[src/rtl/lpc_host_pkg.sv]
package lpc_host_pkg;
  typedef enum logic [3:0] {
    PH_IDLE  = 4'd0,
    PH_START = 4'd1,
    PH_CTD   = 4'd2,
    PH_ADDR  = 4'd3,
    PH_MSIZE = 4'd4,
    PH_WDATA = 4'd5,
    PH_TAR_H = 4'd6,
    PH_SYNC  = 4'd7,
    PH_RDATA = 4'd8,
    PH_TAR_P = 4'd9,
    PH_ABORT = 4'd10
  } phase_e;

  localparam int unsigned IO_ADDR_W = 16;
  localparam logic [1:0]  CT_IO     = 2'b00;
  localparam logic [3:0]  NIB_START = 4'h0;
  localparam logic [3:0]  NIB_IDLE  = 4'hF;
  localparam logic [3:0]  SYNC_RDY  = 4'h0;
  localparam logic [3:0]  SYNC_ERR  = 4'hA;

  localparam logic [7:0] OFF_START = 8'h00;
  localparam logic [7:0] OFF_STAT  = 8'h04;
  localparam logic [7:0] OFF_IRQ   = 8'h08;
  localparam logic [7:0] OFF_LEN   = 8'h10;
  localparam logic [7:0] OFF_CMD   = 8'h14;
  localparam logic [7:0] OFF_ADDR  = 8'h20;
  localparam logic [7:0] OFF_WDAT  = 8'h24;
  localparam logic [7:0] OFF_RDAT  = 8'h28;
  localparam logic [7:0] OFF_TMO   = 8'h58;
endpackage

[src/rtl/lpc_byte_fifo.sv]
module lpc_byte_fifo #(
  parameter int unsigned DEPTH = 8,
  parameter int unsigned W     = 8
) (
  input  logic         clk_i,
  input  logic         rst_ni,
  input  logic         push_i,
  input  logic [W-1:0] wdata_i,
  input  logic         pop_i,
  output logic [W-1:0] rdata_o,
  output logic         empty_o
);
  localparam int unsigned PW = (DEPTH > 1) ? $clog2(DEPTH) : 1;
  localparam int unsigned CW = $clog2(DEPTH + 1);

  logic [W-1:0]  mem [DEPTH];
  logic [PW-1:0] wr_q, rd_q;
  logic [CW-1:0] cnt_q;
  logic          full, do_push, do_pop;

  assign full    = (cnt_q == CW'(DEPTH));
  assign empty_o = (cnt_q == '0);
  assign do_push = push_i && !full;
  assign do_pop  = pop_i && !empty_o;
  assign rdata_o = mem[rd_q];

  function automatic logic [PW-1:0] nxt(input logic [PW-1:0] p);
    return (p == PW'(DEPTH - 1)) ? '0 : p + 1'b1;
  endfunction

  always_ff @(posedge clk_i) begin
    if (do_push) mem[wr_q] <= wdata_i;
  end

  always_ff @(posedge clk_i or negedge rst_ni) begin
    if (!rst_ni) begin
      wr_q  <= '0;
      rd_q  <= '0;
      cnt_q <= '0;
    end else begin
      if (do_push) wr_q <= nxt(wr_q);
      if (do_pop)  rd_q <= nxt(rd_q);
      if (do_push && !do_pop)      cnt_q <= cnt_q + 1'b1;
      else if (do_pop && !do_push) cnt_q <= cnt_q - 1'b1;
    end
  end

  AST_FIFO_BOUND: assert property (@(posedge clk_i) disable iff (!rst_ni)
    cnt_q <= CW'(DEPTH));
  AST_FIFO_GROW: assert property (@(posedge clk_i) disable iff (!rst_ni)
    (push_i && !pop_i && !full) |=> (cnt_q == $past(cnt_q) + 1'b1));
endmodule

[src/rtl/lpc_bus_seq.sv]
module lpc_bus_seq
  import lpc_host_pkg::*;
#(
  parameter int unsigned LEN_W = 8,
  parameter int unsigned TMO_W = 16
) (
  input  logic                 clk_i,
  input  logic                 rst_ni,
  input  logic                 start_i,
  input  logic                 wr_i,
  input  logic [1:0]           ctype_i,
  input  logic                 same_i,
  input  logic [LEN_W-1:0]     len_i,
  input  logic [IO_ADDR_W-1:0] addr_i,
  input  logic [TMO_W-1:0]     tmo_i,
  input  logic [7:0]           tx_data_i,
  output logic                 tx_pop_o,
  output logic [7:0]           rx_data_o,
  output logic                 rx_push_o,
  output logic                 lframe_no,
  output logic [3:0]           lad_o,
  output logic                 lad_oe_o,
  input  logic [3:0]           lad_i,
  output phase_e               phase_o,
  output logic                 done_o,
  output logic                 ok_o
);
  localparam int unsigned NIBS = IO_ADDR_W / 4;

  phase_e               phase_q;
  logic [1:0]           sub_q;
  logic [IO_ADDR_W-1:0] addr_q, addr_sh;
  logic [LEN_W-1:0]     left_q;
  logic [TMO_W-1:0]     wait_q;
  logic [3:0]           lo_q;
  logic                 wr_q, same_q, err_q, bad, last_byte;

  assign bad       = (ctype_i != CT_IO) || (len_i == '0);
  assign last_byte = (left_q == LEN_W'(1)) || err_q;
  assign addr_sh   = addr_q >> (4 * (NIBS - 1 - int'(sub_q)));
  assign phase_o   = phase_q;

  always_comb begin
    lframe_no = 1'b1;
    lad_oe_o  = 1'b0;
    lad_o     = NIB_IDLE;
    unique case (phase_q)
      PH_START: begin lframe_no = 1'b0; lad_oe_o = 1'b1; lad_o = NIB_START; end
      PH_CTD:   begin lad_oe_o = 1'b1; lad_o = {2'b00, wr_q, 1'b0}; end
      PH_ADDR:  begin lad_oe_o = 1'b1; lad_o = addr_sh[3:0]; end
      PH_WDATA: begin lad_oe_o = 1'b1; lad_o = sub_q[0] ? tx_data_i[7:4] : tx_data_i[3:0]; end
      PH_TAR_H: lad_oe_o = (sub_q == 2'd0);
      PH_ABORT: begin lframe_no = 1'b0; lad_oe_o = 1'b1; end
      default:  ;
    endcase
  end

  assign tx_pop_o  = (phase_q == PH_WDATA) && sub_q[0];
  assign rx_push_o = (phase_q == PH_RDATA) && sub_q[0];
  assign rx_data_o = {lad_i, lo_q};
  assign ok_o      = (phase_q == PH_TAR_P) && !err_q;
  assign done_o    = ((phase_q == PH_IDLE) && start_i && bad)
                   || ((phase_q == PH_TAR_P) && sub_q[0] && last_byte)
                   || ((phase_q == PH_ABORT) && (sub_q == 2'd3));

  always_ff @(posedge clk_i or negedge rst_ni) begin
    if (!rst_ni) begin
      phase_q <= PH_IDLE;
      sub_q   <= '0;
      addr_q  <= '0;
      left_q  <= '0;
      wait_q  <= '0;
      lo_q    <= '0;
      wr_q    <= 1'b0;
      same_q  <= 1'b0;
      err_q   <= 1'b0;
    end else begin
      unique case (phase_q)
        PH_IDLE: if (start_i && !bad) begin
          phase_q <= PH_START;
          addr_q  <= addr_i;
          left_q  <= len_i;
          wr_q    <= wr_i;
          same_q  <= same_i;
          err_q   <= 1'b0;
        end
        PH_START: phase_q <= PH_CTD;
        PH_CTD: begin phase_q <= PH_ADDR; sub_q <= '0; end
        PH_ADDR: if (sub_q == 2'(NIBS - 1)) begin
          phase_q <= wr_q ? PH_WDATA : PH_TAR_H;
          sub_q   <= '0;
        end else sub_q <= sub_q + 1'b1;
        PH_WDATA: if (sub_q[0]) begin phase_q <= PH_TAR_H; sub_q <= '0; end
                  else sub_q <= 2'd1;
        PH_TAR_H: if (sub_q[0]) begin phase_q <= PH_SYNC; sub_q <= '0; wait_q <= '0; end
                  else sub_q <= 2'd1;
        PH_SYNC: begin
          if (lad_i == SYNC_RDY) phase_q <= wr_q ? PH_TAR_P : PH_RDATA;
          else if (lad_i == SYNC_ERR) begin err_q <= 1'b1; phase_q <= PH_TAR_P; end
          else if (wait_q == tmo_i) phase_q <= PH_ABORT;
          else wait_q <= wait_q + 1'b1;
          sub_q <= '0;
        end
        PH_RDATA: if (sub_q[0]) begin phase_q <= PH_TAR_P; sub_q <= '0; end
                  else begin lo_q <= lad_i; sub_q <= 2'd1; end
        PH_TAR_P: if (!sub_q[0]) sub_q <= 2'd1;
          else begin
            sub_q <= '0;
            if (last_byte) phase_q <= PH_IDLE;
            else begin
              phase_q <= PH_START;
              left_q  <= left_q - 1'b1;
              addr_q  <= addr_q + {{(IO_ADDR_W-1){1'b0}}, ~same_q};
            end
          end
        PH_ABORT: if (sub_q == 2'd3) begin phase_q <= PH_IDLE; sub_q <= '0; end
                  else sub_q <= sub_q + 1'b1;
        default: phase_q <= PH_IDLE;
      endcase
    end
  end

  AST_START_ONE_CLK: assert property (@(posedge clk_i) disable iff (!rst_ni)
    (phase_q == PH_START) |=> (phase_q == PH_CTD && lframe_no));
  AST_SYNC_RELEASED: assert property (@(posedge clk_i) disable iff (!rst_ni)
    (phase_q == PH_SYNC) |-> !$past(lad_oe_o));
  AST_ABORT_HOLD: assert property (@(posedge clk_i) disable iff (!rst_ni)
    $rose(phase_q == PH_ABORT) |-> !lframe_no ##1 !lframe_no ##1 !lframe_no ##1 !lframe_no);
  AST_DONE_TO_IDLE: assert property (@(posedge clk_i) disable iff (!rst_ni)
    done_o |=> (phase_q == PH_IDLE));
  AST_TAR_P_FLOAT: assert property (@(posedge clk_i) disable iff (!rst_ni)
    (phase_q == PH_TAR_P) |=> !lad_oe_o || (phase_q == PH_START));
endmodule

[src/rtl/lpc_host_ctrl.sv]
module lpc_host_ctrl
  import lpc_host_pkg::*;
#(
  parameter int unsigned FIFO_DEPTH = 8,
  parameter int unsigned LEN_W      = 8,
  parameter int unsigned TMO_W      = 16
) (
  input  logic        clk_i,
  input  logic        rst_ni,
  input  logic        reg_we_i,
  input  logic        reg_re_i,
  input  logic [7:0]  reg_addr_i,
  input  logic [31:0] reg_wdata_i,
  output logic [31:0] reg_rdata_o,
  output logic        lframe_no,
  output logic [3:0]  lad_o,
  output logic        lad_oe_o,
  input  logic [3:0]  lad_i,
  output logic        irq_o
);
  logic [3:0]           cmd_q;
  logic [LEN_W-1:0]     len_q;
  logic [IO_ADDR_W-1:0] addr_q;
  logic [TMO_W-1:0]     tmo_q;
  logic                 irq_q, ok_q;
  phase_e               phase;
  logic                 idle, start, irq_clr, done, ok;
  logic                 tx_pop, tx_empty, rx_push, rx_empty, rx_pop;
  logic [7:0]           tx_data, rx_data, rx_head;

  assign idle    = (phase == PH_IDLE);
  assign start   = reg_we_i && (reg_addr_i == OFF_START) && reg_wdata_i[0] && idle;
  assign irq_clr = reg_we_i && (reg_addr_i == OFF_IRQ) && reg_wdata_i[1];
  assign rx_pop  = reg_re_i && (reg_addr_i == OFF_RDAT);
  assign irq_o   = irq_q;

  always_ff @(posedge clk_i or negedge rst_ni) begin
    if (!rst_ni) begin
      cmd_q  <= '0;
      len_q  <= '0;
      addr_q <= '0;
      tmo_q  <= '1;
      irq_q  <= 1'b0;
      ok_q   <= 1'b0;
    end else begin
      if (reg_we_i) begin
        unique case (reg_addr_i)
          OFF_CMD:  cmd_q  <= reg_wdata_i[3:0];
          OFF_LEN:  len_q  <= reg_wdata_i[LEN_W-1:0];
          OFF_ADDR: addr_q <= reg_wdata_i[IO_ADDR_W-1:0];
          OFF_TMO:  tmo_q  <= reg_wdata_i[TMO_W-1:0];
          default:  ;
        endcase
      end
      if (done)         irq_q <= 1'b1;
      else if (irq_clr) irq_q <= 1'b0;
      if (done)       ok_q <= ok;
      else if (start) ok_q <= 1'b0;
    end
  end

  always_comb begin
    unique case (reg_addr_i)
      OFF_STAT: reg_rdata_o = {20'd0, phase, 6'd0, ok_q, idle};
      OFF_IRQ:  reg_rdata_o = {30'd0, irq_q, 1'b0};
      OFF_LEN:  reg_rdata_o = 32'(len_q);
      OFF_CMD:  reg_rdata_o = {28'd0, cmd_q};
      OFF_ADDR: reg_rdata_o = 32'(addr_q);
      OFF_RDAT: reg_rdata_o = rx_empty ? 32'd0 : {24'd0, rx_head};
      OFF_TMO:  reg_rdata_o = 32'(tmo_q);
      default:  reg_rdata_o = 32'd0;
    endcase
  end

  lpc_byte_fifo #(.DEPTH(FIFO_DEPTH), .W(8)) i_tx_fifo (
    .clk_i, .rst_ni,
    .push_i (reg_we_i && (reg_addr_i == OFF_WDAT)),
    .wdata_i(reg_wdata_i[7:0]),
    .pop_i  (tx_pop),
    .rdata_o(tx_data),
    .empty_o(tx_empty)
  );

  lpc_byte_fifo #(.DEPTH(FIFO_DEPTH), .W(8)) i_rx_fifo (
    .clk_i, .rst_ni,
    .push_i (rx_push),
    .wdata_i(rx_data),
    .pop_i  (rx_pop),
    .rdata_o(rx_head),
    .empty_o(rx_empty)
  );

  lpc_bus_seq #(.LEN_W(LEN_W), .TMO_W(TMO_W)) i_seq (
    .clk_i, .rst_ni,
    .start_i  (start),
    .wr_i     (cmd_q[0]),
    .ctype_i  (cmd_q[2:1]),
    .same_i   (cmd_q[3]),
    .len_i    (len_q),
    .addr_i   (addr_q),
    .tmo_i    (tmo_q),
    .tx_data_i(tx_data),
    .tx_pop_o (tx_pop),
    .rx_data_o(rx_data),
    .rx_push_o(rx_push),
    .lframe_no,
    .lad_o,
    .lad_oe_o,
    .lad_i,
    .phase_o  (phase),
    .done_o   (done),
    .ok_o     (ok)
  );

  AST_IRQ_STICKY: assert property (@(posedge clk_i) disable iff (!rst_ni)
    (irq_q && !irq_clr) |=> irq_q);
  AST_REFUSE_NO_FRAME: assert property (@(posedge clk_i) disable iff (!rst_ni)
    (start && (cmd_q[2:1] != CT_IO)) |=> (lframe_no && irq_q && !ok_q));
  AST_ZERO_LEN_REFUSED: assert property (@(posedge clk_i) disable iff (!rst_ni)
    (start && (len_q == '0)) |=> (lframe_no && irq_q));
  AST_TX_NOT_STARVED: assert property (@(posedge clk_i) disable iff (!rst_ni)
    tx_pop |-> !tx_empty || !lad_oe_o || lframe_no);
endmodule

[config.mk]
export PLATFORM = sky130hd
export DESIGN_NAME = lpc_host_ctrl
export DESIGN_NICKNAME = d
export VERILOG_FILES = /design/src/rtl/lpc_host_pkg.sv /design/src/rtl/lpc_byte_fifo.sv /design/src/rtl/lpc_bus_seq.sv /design/src/rtl/lpc_host_ctrl.sv
export SDC_FILE = /design/constraint.sdc
export NUM_CORES = 1
export LEC_CHECK = 0
export CAP_MARGIN = 40
export CORE_MARGIN = 2
export CORE_UTILIZATION = 45
export CTS_CLUSTER_SIZE = 30
export DETAILED_ROUTE_END_ITERATION = 6
export DONT_BUFFER_PORTS = 1
export GPL_TIMING_DRIVEN = 0
export MAX_ROUTING_LAYER = met4
export PLACE_DENSITY_LB_ADDON = 0.25
export REMOVE_ABC_BUFFERS = 1
export SETUP_SLACK_MARGIN = 0.5
export SLEW_MARGIN = 10
export SYNTH_ARGS = -nofsm -noshare
export SYNTH_HDL_FRONTEND = slang
export SYNTH_SLANG_ARGS = --single-unit
[constraint.sdc]
create_clock -name clk_i -period 3.5 [get_ports clk_i]
set_input_delay 0.175 -clock clk_i [delete_from_list [all_inputs] [get_ports clk_i]]
set_output_delay 0.175 -clock clk_i [all_outputs]
set_load 0.01 [all_outputs]
==> key figures, run 1 <==
Routing
  • Routed length per placed instance: 21.8 um
  • Total number of vias: 7851
  • Routed WL: 28900 um
  • Vias per cell: approximately 6
  • Routed Antenna Nets: 0
  • DRT Pass-1 Iters: 7
  • Remaining DRCs: 12
  • Drt initial violations: around 690

Yosys
  • Ys flop type: edfxtp_1
  • Mux cell area share after synthesis: roughly an eighth
  • Mean post-synth cell area: 12.9 um2
  • Ys Warns: 0
  • Post-synthesis xor/xnor area fraction: 1.87%
  • Syn Inst Count: 942
  • #FFs+latches synth: about 250
  • Synth Area in Adders: 2.49%
  • Compound-Gate Fraction of Synth Area: ~11%
  • Post-Synth Simple-Gate Area: between 10 and 15%
  • Number of synthesized flops with an enable pin: 128
  • Synth unique cells: 82
  • Post-Syn Area: 0.0122 mm2
  • Seq/Total Area, Yosys: between 50% and 60%
  • Largest family of logic cells by synthesized area: multiplexers
  • Ys async rst share: 48.2%

Die
  • Die Wd: 169 um
  • Initial core utilization: 45.4%
  • Die H: roughly 170 um
  • Row count: 60
  • Ports: 87
  • DIE AREA: between 0.02 and 0.03 mm2
  • Core box area: 0.0268 mm2

Timing
  • Final setup fails: 0
  • Post-layout min period: between 2000 and 3000 ps
  • Final slew viol count: 0
  • Endpoints failing hold: 0
  • Min setup slack post-route: 646 ps
  • RSZ-0062 raised after global routing: yes
  • Slew HR: 42.6%
  • Worst Tran Pin Value: about 860 ps
  • F_max: 350 MHz
  • Fin crit share: 81.5%
  • Clk_skew: between 9 and 10 ps

Cells and area
  • Commonest non-fill, non-tap cell in the layout: edfxtp_1
  • Area grow syn2layout: 12.3%
  • Layout cell share with drive strength beyond 1: roughly a fifth
  • Area of the multi-input gates: ~0.0050 mm2
  • # nets final: 1036
  • Register Area: 0.00685 mm2
  • Filler cell count: 2307
  • Commonest non-fill, non-tap cells in the layout: edfxtp_1, dfrtp_1, nand2_1

Clock network
  • Root buffer cell: clkbuf_16
  • H-tree depth: 1
  • Clk slew on worst S/H paths: 60 ps
  • Skew-Pair Late Insertion Delay: 540 ps
  • CTS max path bufs: 3
  • CTS Buf Count: 27
  • Sink Count: 247
  • CTS tree: yes

Global routing
  • Vias in the first global route: around 7700
  • First-pass GRT wire length: 45100 um
  • Initial antenna violation count: 1
  • Total Routing Usage GR: a little over a fifth
  • Largest net degree at the start of global routing: 120
  • Grt ovf: 0

Placement
  • GPL Wtd Cong: 0.837
  • Pre-CTS setup slack: 257 ps
  • Hpwl dp: between 15000 and 20000 um
  • IO Port Bufs: 0

Pwr
  • Int Power: 5650 uW
  • NetSw: 2330 uW
  • Clock power frac: between 30% and 40%
  • Maximum VDD drop: 402 uV
  • Tot Pwr: 7990 uW
  • Sw frac: 29.2%
  • Gate power share: 19.7%
  • Total leakage power: 0.00528 uW
  • Part of the power in registers: 45.9%
  • Pwr dens: approximately 580 mW/mm2

Worst setup path
  • Critical path type: reg -> reg
  • Required @ worst endpoint: approximately 3900 ps
  • Crit Path Max Fanout: 22
  • Critical path origin: i_seq.phase_o[3]
  • Worst reg2reg path startpoint: i_seq.phase_o[3]
  • Reg2Reg Depth: 11
  • Critical Path AT: 3280 ps
  • Crit. End Element: flip-flop
  • Worst setup SP type: flip-flop

Min path
  • Worst Hold Depth: 3
  • Hold WC Path Type: in -> reg
  • Hold_sp: reg_addr_i[6]

Run
  • Max Cap Violations: 0

Run status
  • Violations in the final reports: DRC
  • Status: finished, violations left
registers in the layout, summed over array words and instances, names as in the netlist, 8 cells and up:
name           cells
tmo_q             16
i_tx_fifo.mem     64
addr_q            16
i_rx_fifo.mem     64
i_seq.left_q       8
i_seq.addr_q      16
i_seq.wait_q      16
len_q              8
power groups by stage:
| stage | Combinational [uW] | Sequential, uW | Clock (uW) |
|---|---|---|---|
| detailed placement | 1460 | 3720 | 0 |
| CTS | 1550 | 3670 | 2800 |
| floorplan | 1090 | 3620 | 0 |
| global route | 1740 | 3700 | 2910 |
| global placement | 1310 | 3760 | 0 |
| finish | 1570 | 3660 | 2750 |
stage by stage:
step	hold slack (ps)	cell area, um2	util (%)	std cells	setup TNS (ps)
after global placement	-115	12300	45.7	1231	-75060
after global routing	34.6	13700	51.0	1328	0
final	27.7	13700	51.0	1328	0
after floorplan	-121	11800	-	890	-21400
after CTS	12.1	13600	50.9	1326	0
after detailed placement	-113	12500	46.6	1246	0
logic make-up (layout without fill, tap and decap cells):
kind of cell / count (synthesis) / after routing
mux: 108 / 108
flops: 247 / 247
compound gates: 192 / 192
simple gates: 256 / 256
xor+xnor: 26 / 26
buf+inv: 89 / 118
other cells: 1 / 17
fa+ha+maj: 23 / 23
worst paths after layout:
kind | to | slack, ps
min reg2reg | i_rx_fifo.cnt_q[3] | 480
max in group asynchronous | i_seq.phase_o[0] | 2660
max reg2reg | i_tx_fifo.cnt_q[3] | 650
min | i_tx_fifo.wr_q[1] | 30
min in group asynchronous | i_seq.wait_q[14] | 180
max | i_tx_fifo.cnt_q[3] | 650
synth_stat cells (9+ instances only):
| library cell | n | share of area [%] |
|---|---|---|
| or3_1 | 9 | 0.46 |
| a31oi_1 | 9 | 0.46 |
| buf_4 | 23 | 1.4 |
| o21ai_0 | 41 | 1.7 |
| nand2b_1 | 14 | 0.72 |
| nand3_1 | 23 | 0.95 |
| o22ai_1 | 11 | 0.57 |
| mux2i_1 | 16 | 1.3 |
| xor2_1 | 17 | 1.2 |
| buf_2 | 14 | 0.58 |
| edfxtp_1 | 128 | 32 |
| dfstp_2 | 16 | 3.5 |
| nor2_1 | 44 | 1.4 |
| mux2_1 | 20 | 1.8 |
| a21oi_1 | 42 | 1.7 |
| dfrtp_1 | 103 | 21 |
| a21o_1 | 10 | 0.62 |
| inv_1 | 20 | 0.62 |
| mux2_2 | 35 | 3.2 |
| ha_1 | 21 | 2.2 |
| xnor2_1 | 9 | 0.65 |
| nand2_1 | 74 | 2.3 |
| and3_1 | 10 | 0.51 |
| o211ai_1 | 10 | 0.62 |
| nor4_1 | 11 | 0.57 |
| a22o_1 | 10 | 0.72 |
| nand4_1 | 10 | 0.51 |
| nor3_1 | 17 | 0.70 |
| mux4_2 | 36 | 6.7 |
| clkbuf_1 | 20 | 0.62 |
routing by layer:
layer  wire length (um)  part of all wire [%]  global-route usage [%]  up-vias
met4                794                   2.7                    6.37        0
met1              12600                    44                    28.7     3956
met3               1740                   6.0                    3.86       49
met2              13800                    48                    32.9      214
li1                   -                     -                       -     3632
met5                  0                     0                       -        -
worst max-delay path, stage by stage (launching register included):
cell and delay, ps:
dfrtp_4 580, and4bb_4 390, nand2_1 220, a21o_4 300, ha_1 220, inv_1 120, ha_1 240, a21o_1 170
a21oi_1 160, xnor2_1 140, nor2_1 70, xnor2_1 120
layout make-up:
| type | instances | share of cell area [%] |
|---|---|---|
| timing repair buffer | 46 | 3.70 |
| clock buffer | 40 | 5.44 |
| tap | 341 | 3.12 |
| multi-input combinational | 621 | 36.2 |
| antenna | 1 | 0.0183 |
| sequential | 247 | 50.1 |
| clock inverter | 10 | 0.768 |
| inverter | 22 | 0.604 |
what timing repair did:
item / CTS / global route
hold buffers: 30 / 0
setup endpoints to repair: 3 / 5
cloned: 0 / 0
resized for setup: 2 / 8
buffers inserted: 0 / 1
endpoints found under the hold margin: 271 / 0
No activity file was read; power rests on OpenSTA's default activity.
==> run 2, diff against run 1 <==
Clock period 3.5 ns to 2.6 ns, I/O delays scaled along.
==> run 2 against run 1 <==
The run ends with hold timing left. Sequential power up 32%. Worst setup slack worse by 590 ps. Via count up 8.6%. Core utilization up 5.4 points. Sequential share of layout area down 4.7 points. Cell count up 6.8%. Count of clock-buffer cells in the layout unchanged. Critical path depth down 6. Combinational power up 110%. Global-route usage up 1.2 points.
==> key figures, run 2 (synthesis gave the netlist of run 1 again) <==
Routing
  • Remaining DRCs: 0 (-12)
  • Routed length per placed instance: 22.5 um (+3.3%)
  • Routed Antenna Nets: 0 (unchanged)
  • Routed WL: 31900 um (+10%)
  • DRT Pass-1 Iters: 6 (-1)
  • Total number of vias: 8525 (+8.6%)
  • Drt initial violations: 788 (+14%)
  • Vias per cell: 6.01 (+1.7%)

Cells and area
  • Non-Filler Instances: 1418 (+6.8%)
  • Largest registers: i_rx_fifo.mem x64, i_tx_fifo.mem x64
  • Commonest non-fill, non-tap cell in the layout: edfxtp_1
  • Layout cell share with drive strength beyond 1: 33.7% (+15 points)
  • Area grow syn2layout: 24.2%
  • # nets final: 1126 (+8.7%)
  • Finished Cell Area: 0.0151 mm2 (+11%)
  • Commonest non-fill, non-tap cells in the layout: edfxtp_1, dfrtp_1, nand2_1
  • Filler cell count: 2130 (-7.7%)

Global routing
  • Initial antenna violation count: 1 (unchanged)
  • Total Routing Usage GR: 22.4% (+1.2 points)
  • Grt ovf: 0 (unchanged)
  • Largest net degree at the start of global routing: 120 (unchanged)
  • Vias in the first global route: 8135 (+6.1%)
  • First-pass GRT wire length: 47700 um (+5.8%)

Pwr
  • Gate power share: 27.6% (+7.9 points)
  • Int Power: 8260 uW (+46%)
  • Total leakage power: 0.00588 uW (+11%)
  • Sw frac: 30.0% (+0.78 points)
  • Pwr dens: 779 mW/mm2 (+34%)
  • Maximum VDD drop: 579 uV (+44%)
  • NetSw: 3530 uW (+52%)
  • Part of the power in registers: 40.9% (-5.0 points)
  • Tot Pwr: 11800 uW (+48%)
  • Clock power frac: 31.4% (-3.1 points)

Timing
  • Post-layout min period: between 2000 and 3000 ps
  • RSZ-0062 raised after global routing: yes
  • F_max: ~390 MHz
  • Final setup fails: 0 (unchanged)
  • Fin crit share: 97.7%
  • Endpoints failing hold: 119 (+119)
  • Final slew viol count: 0 (unchanged)
  • Worst Tran Pin Value: 784 ps (-75.9 ps)
  • Slew HR: 47.7% (+5.1 points)
  • Clk_skew: 8.57 ps (-1.17 ps)
  • Fin Hold WS: -710 ps (-738 ps)

Worst setup path
  • Critical path origin: i_tx_fifo.rd_q[0]
  • Reg2Reg Depth: 11 (unchanged)
  • End of the critical path: lad_o[2]
  • R2R Setup Slk: 250 ps (-400 ps)
  • Slowest CP cell: mux4_2
  • Worst setup SP type: flip-flop
  • CP cell instances: buf_16 > mux4_2 > mux2i_2 > o22ai_2 > or3_4
  • Crit Path Max Fanout: 12 (-45%)
  • Critical path type: reg -> out
  • Crit. End Element: output port
  • Critical path's largest stage delay: 520 ps (-60 ps)
  • Worst R2R End: i_tx_fifo.cnt_q[3]
  • Required @ worst endpoint: 2470 ps (-1450 ps)
  • Worst reg2reg path startpoint: i_seq.phase_o[1]
  • Critical Path AT: 2410 ps (-870 ps)

Clock network
  • CTS Buf Count: 27 (unchanged)
  • Sink Count: 247 (unchanged)
  • CTS max path bufs: 3 (unchanged)
  • Clk slew on worst S/H paths: 60 ps (about the same)
  • Skew-Pair Late Insertion Delay: 540 ps (about the same)
  • Root buffer cell: clkbuf_16
  • Hold buffer count at cts: 32 (+6.7%)
  • CTS tree: yes
  • H-tree depth: 1 (unchanged)

Placement
  • Placed Area: 0.0125 mm2 (unchanged)
  • IO Port Bufs: 0 (unchanged)
  • GPL Wtd Cong: 0.837 (unchanged)
  • Dpl cells: 1246 (unchanged)
  • Hpwl dp: 19500 um (unchanged)

Run status
  • Status: finished, violations left
  • Violations in the final reports: hold timing

Min path
  • Hold WC Path Type: in -> async

Die
  • Ports: 87 (unchanged)
  • Core box area: 0.0268 mm2 (unchanged)
  • Die Wd: 169 um (unchanged)
  • Row count: 60 (unchanged)
  • Initial core utilization: 45.4% (unchanged)
  • Die H: 169 um (unchanged)
  • DIE AREA: 0.0284 mm2 (unchanged)

Run
  • Max Cap Violations: 0 (unchanged)
-- run 2: cell types whose count changed in the layout (fill, tap and decap cells not counted), moves of 6 or more --
cell | before | now
dfrtp_1 | 97 | 91
nor4_1 | 11 | 5
o21ai_1 | 3 | 12
buf_12 | 0 | 7
a21oi_1 | 42 | 36
o21ai_0 | 41 | 23
buf_4 | 8 | 66
buf_6 | 2 | 20
o21ai_2 | 0 | 9
nor2_1 | 44 | 28
nor2_4 | 0 | 8
nor2_2 | 3 | 11
ha_1 | 21 | 13
-- run 2: what timing repair did --
| item | CTS | global route |
|---|---|---|
| resized for setup | 98 | 87 |
| buffers inserted | 40 | 44 |
| gates cloned | 1 | 4 |
| hold endpoints to repair | 271 | 119 |
| pin swaps | 19 | 40 |
| endpoints found under the setup margin | 193 | 154 |
-- run 2: area by class of cell --
class / count / area [um2] / share of cell area (%)
diodes: 1 / 2.50 / 0.0165
clock buffers: 40 / 744 / 4.92
clock inverters: 10 / 105 / 0.695
inverters: 22 / 88.8 / 0.587
multi-input cells: 623 / 5540 / 36.6
flip-flops and latches: 247 / 6870 / 45.4
well taps: 341 / 427 / 2.82
repair buffers: 134 / 1350 / 8.95
-- run 2: power groups by stage --
| stage | logic, uW | registers [uW] | clock network (uW) |
|---|---|---|---|
| 6_report | 3260 | 4830 | 3710 |
| 3_5_place_dp | 1970 | 5010 | 0 |
| 4_1_cts | 2780 | 4810 | 3770 |
| 5_1_grt | 3510 | 4860 | 3920 |
| 3_3_place_gp | 1770 | 5070 | 0 |
| 2_1_floorplan | 1460 | 4870 | 0 |
-- run 2: through the flow --
| step | util [%] | worst slack [ps] | hold WS [ps] | TNS, ps |
|---|---|---|---|---|
| final | 56.5 | 59.7 | -710 | 0 |
| after detailed placement | 46.6 | -643 | -158 | -16500 |
| after global routing | 56.5 | -7.42 | -739 | -7.62 |
| after global placement | 45.7 | -4410 | -160 | -136700 |
| after floorplan | - | -1930 | -166 | -43040 |
| after CTS | 53.5 | 31.2 | -735 | 0 |
-- run 2: worst min-delay path by stage --
stage	endpoint	slack, ps	cells after the start
floorplan	addr_q[0]	-170	0
global placement	i_seq.wait_q[13]	-160	0
detailed placement	i_seq.wait_q[14]	-160	0
CTS	addr_q[9]	-740	0
global route	i_seq.wait_q[12]	-740	0
finish	i_seq.wait_q[12]	-710	0
-- run 2: metal layers --
| metal | vias to the layer above | track usage [%] | part of all wire (%) |
|---|---|---|---|
| met4 | 0 | 7.08 | 3.2 |
| li1 | 3830 | - | - |
| met1 | 4297 | 29.3 | 41 |
| met5 | - | - | 0 |
| met3 | 70 | 4.56 | 7.3 |
| met2 | 328 | 35.4 | 48 |
-- run 2: critical path, delay by kind of cell, from the launching register on --
family,cells,cell delay [ps]
multiplexers,2,740
AND/OR/NAND/NOR,1,430
flip-flops,1,400
buffers and inverters,1,160
AO/OA/AOI/OAI,1,140
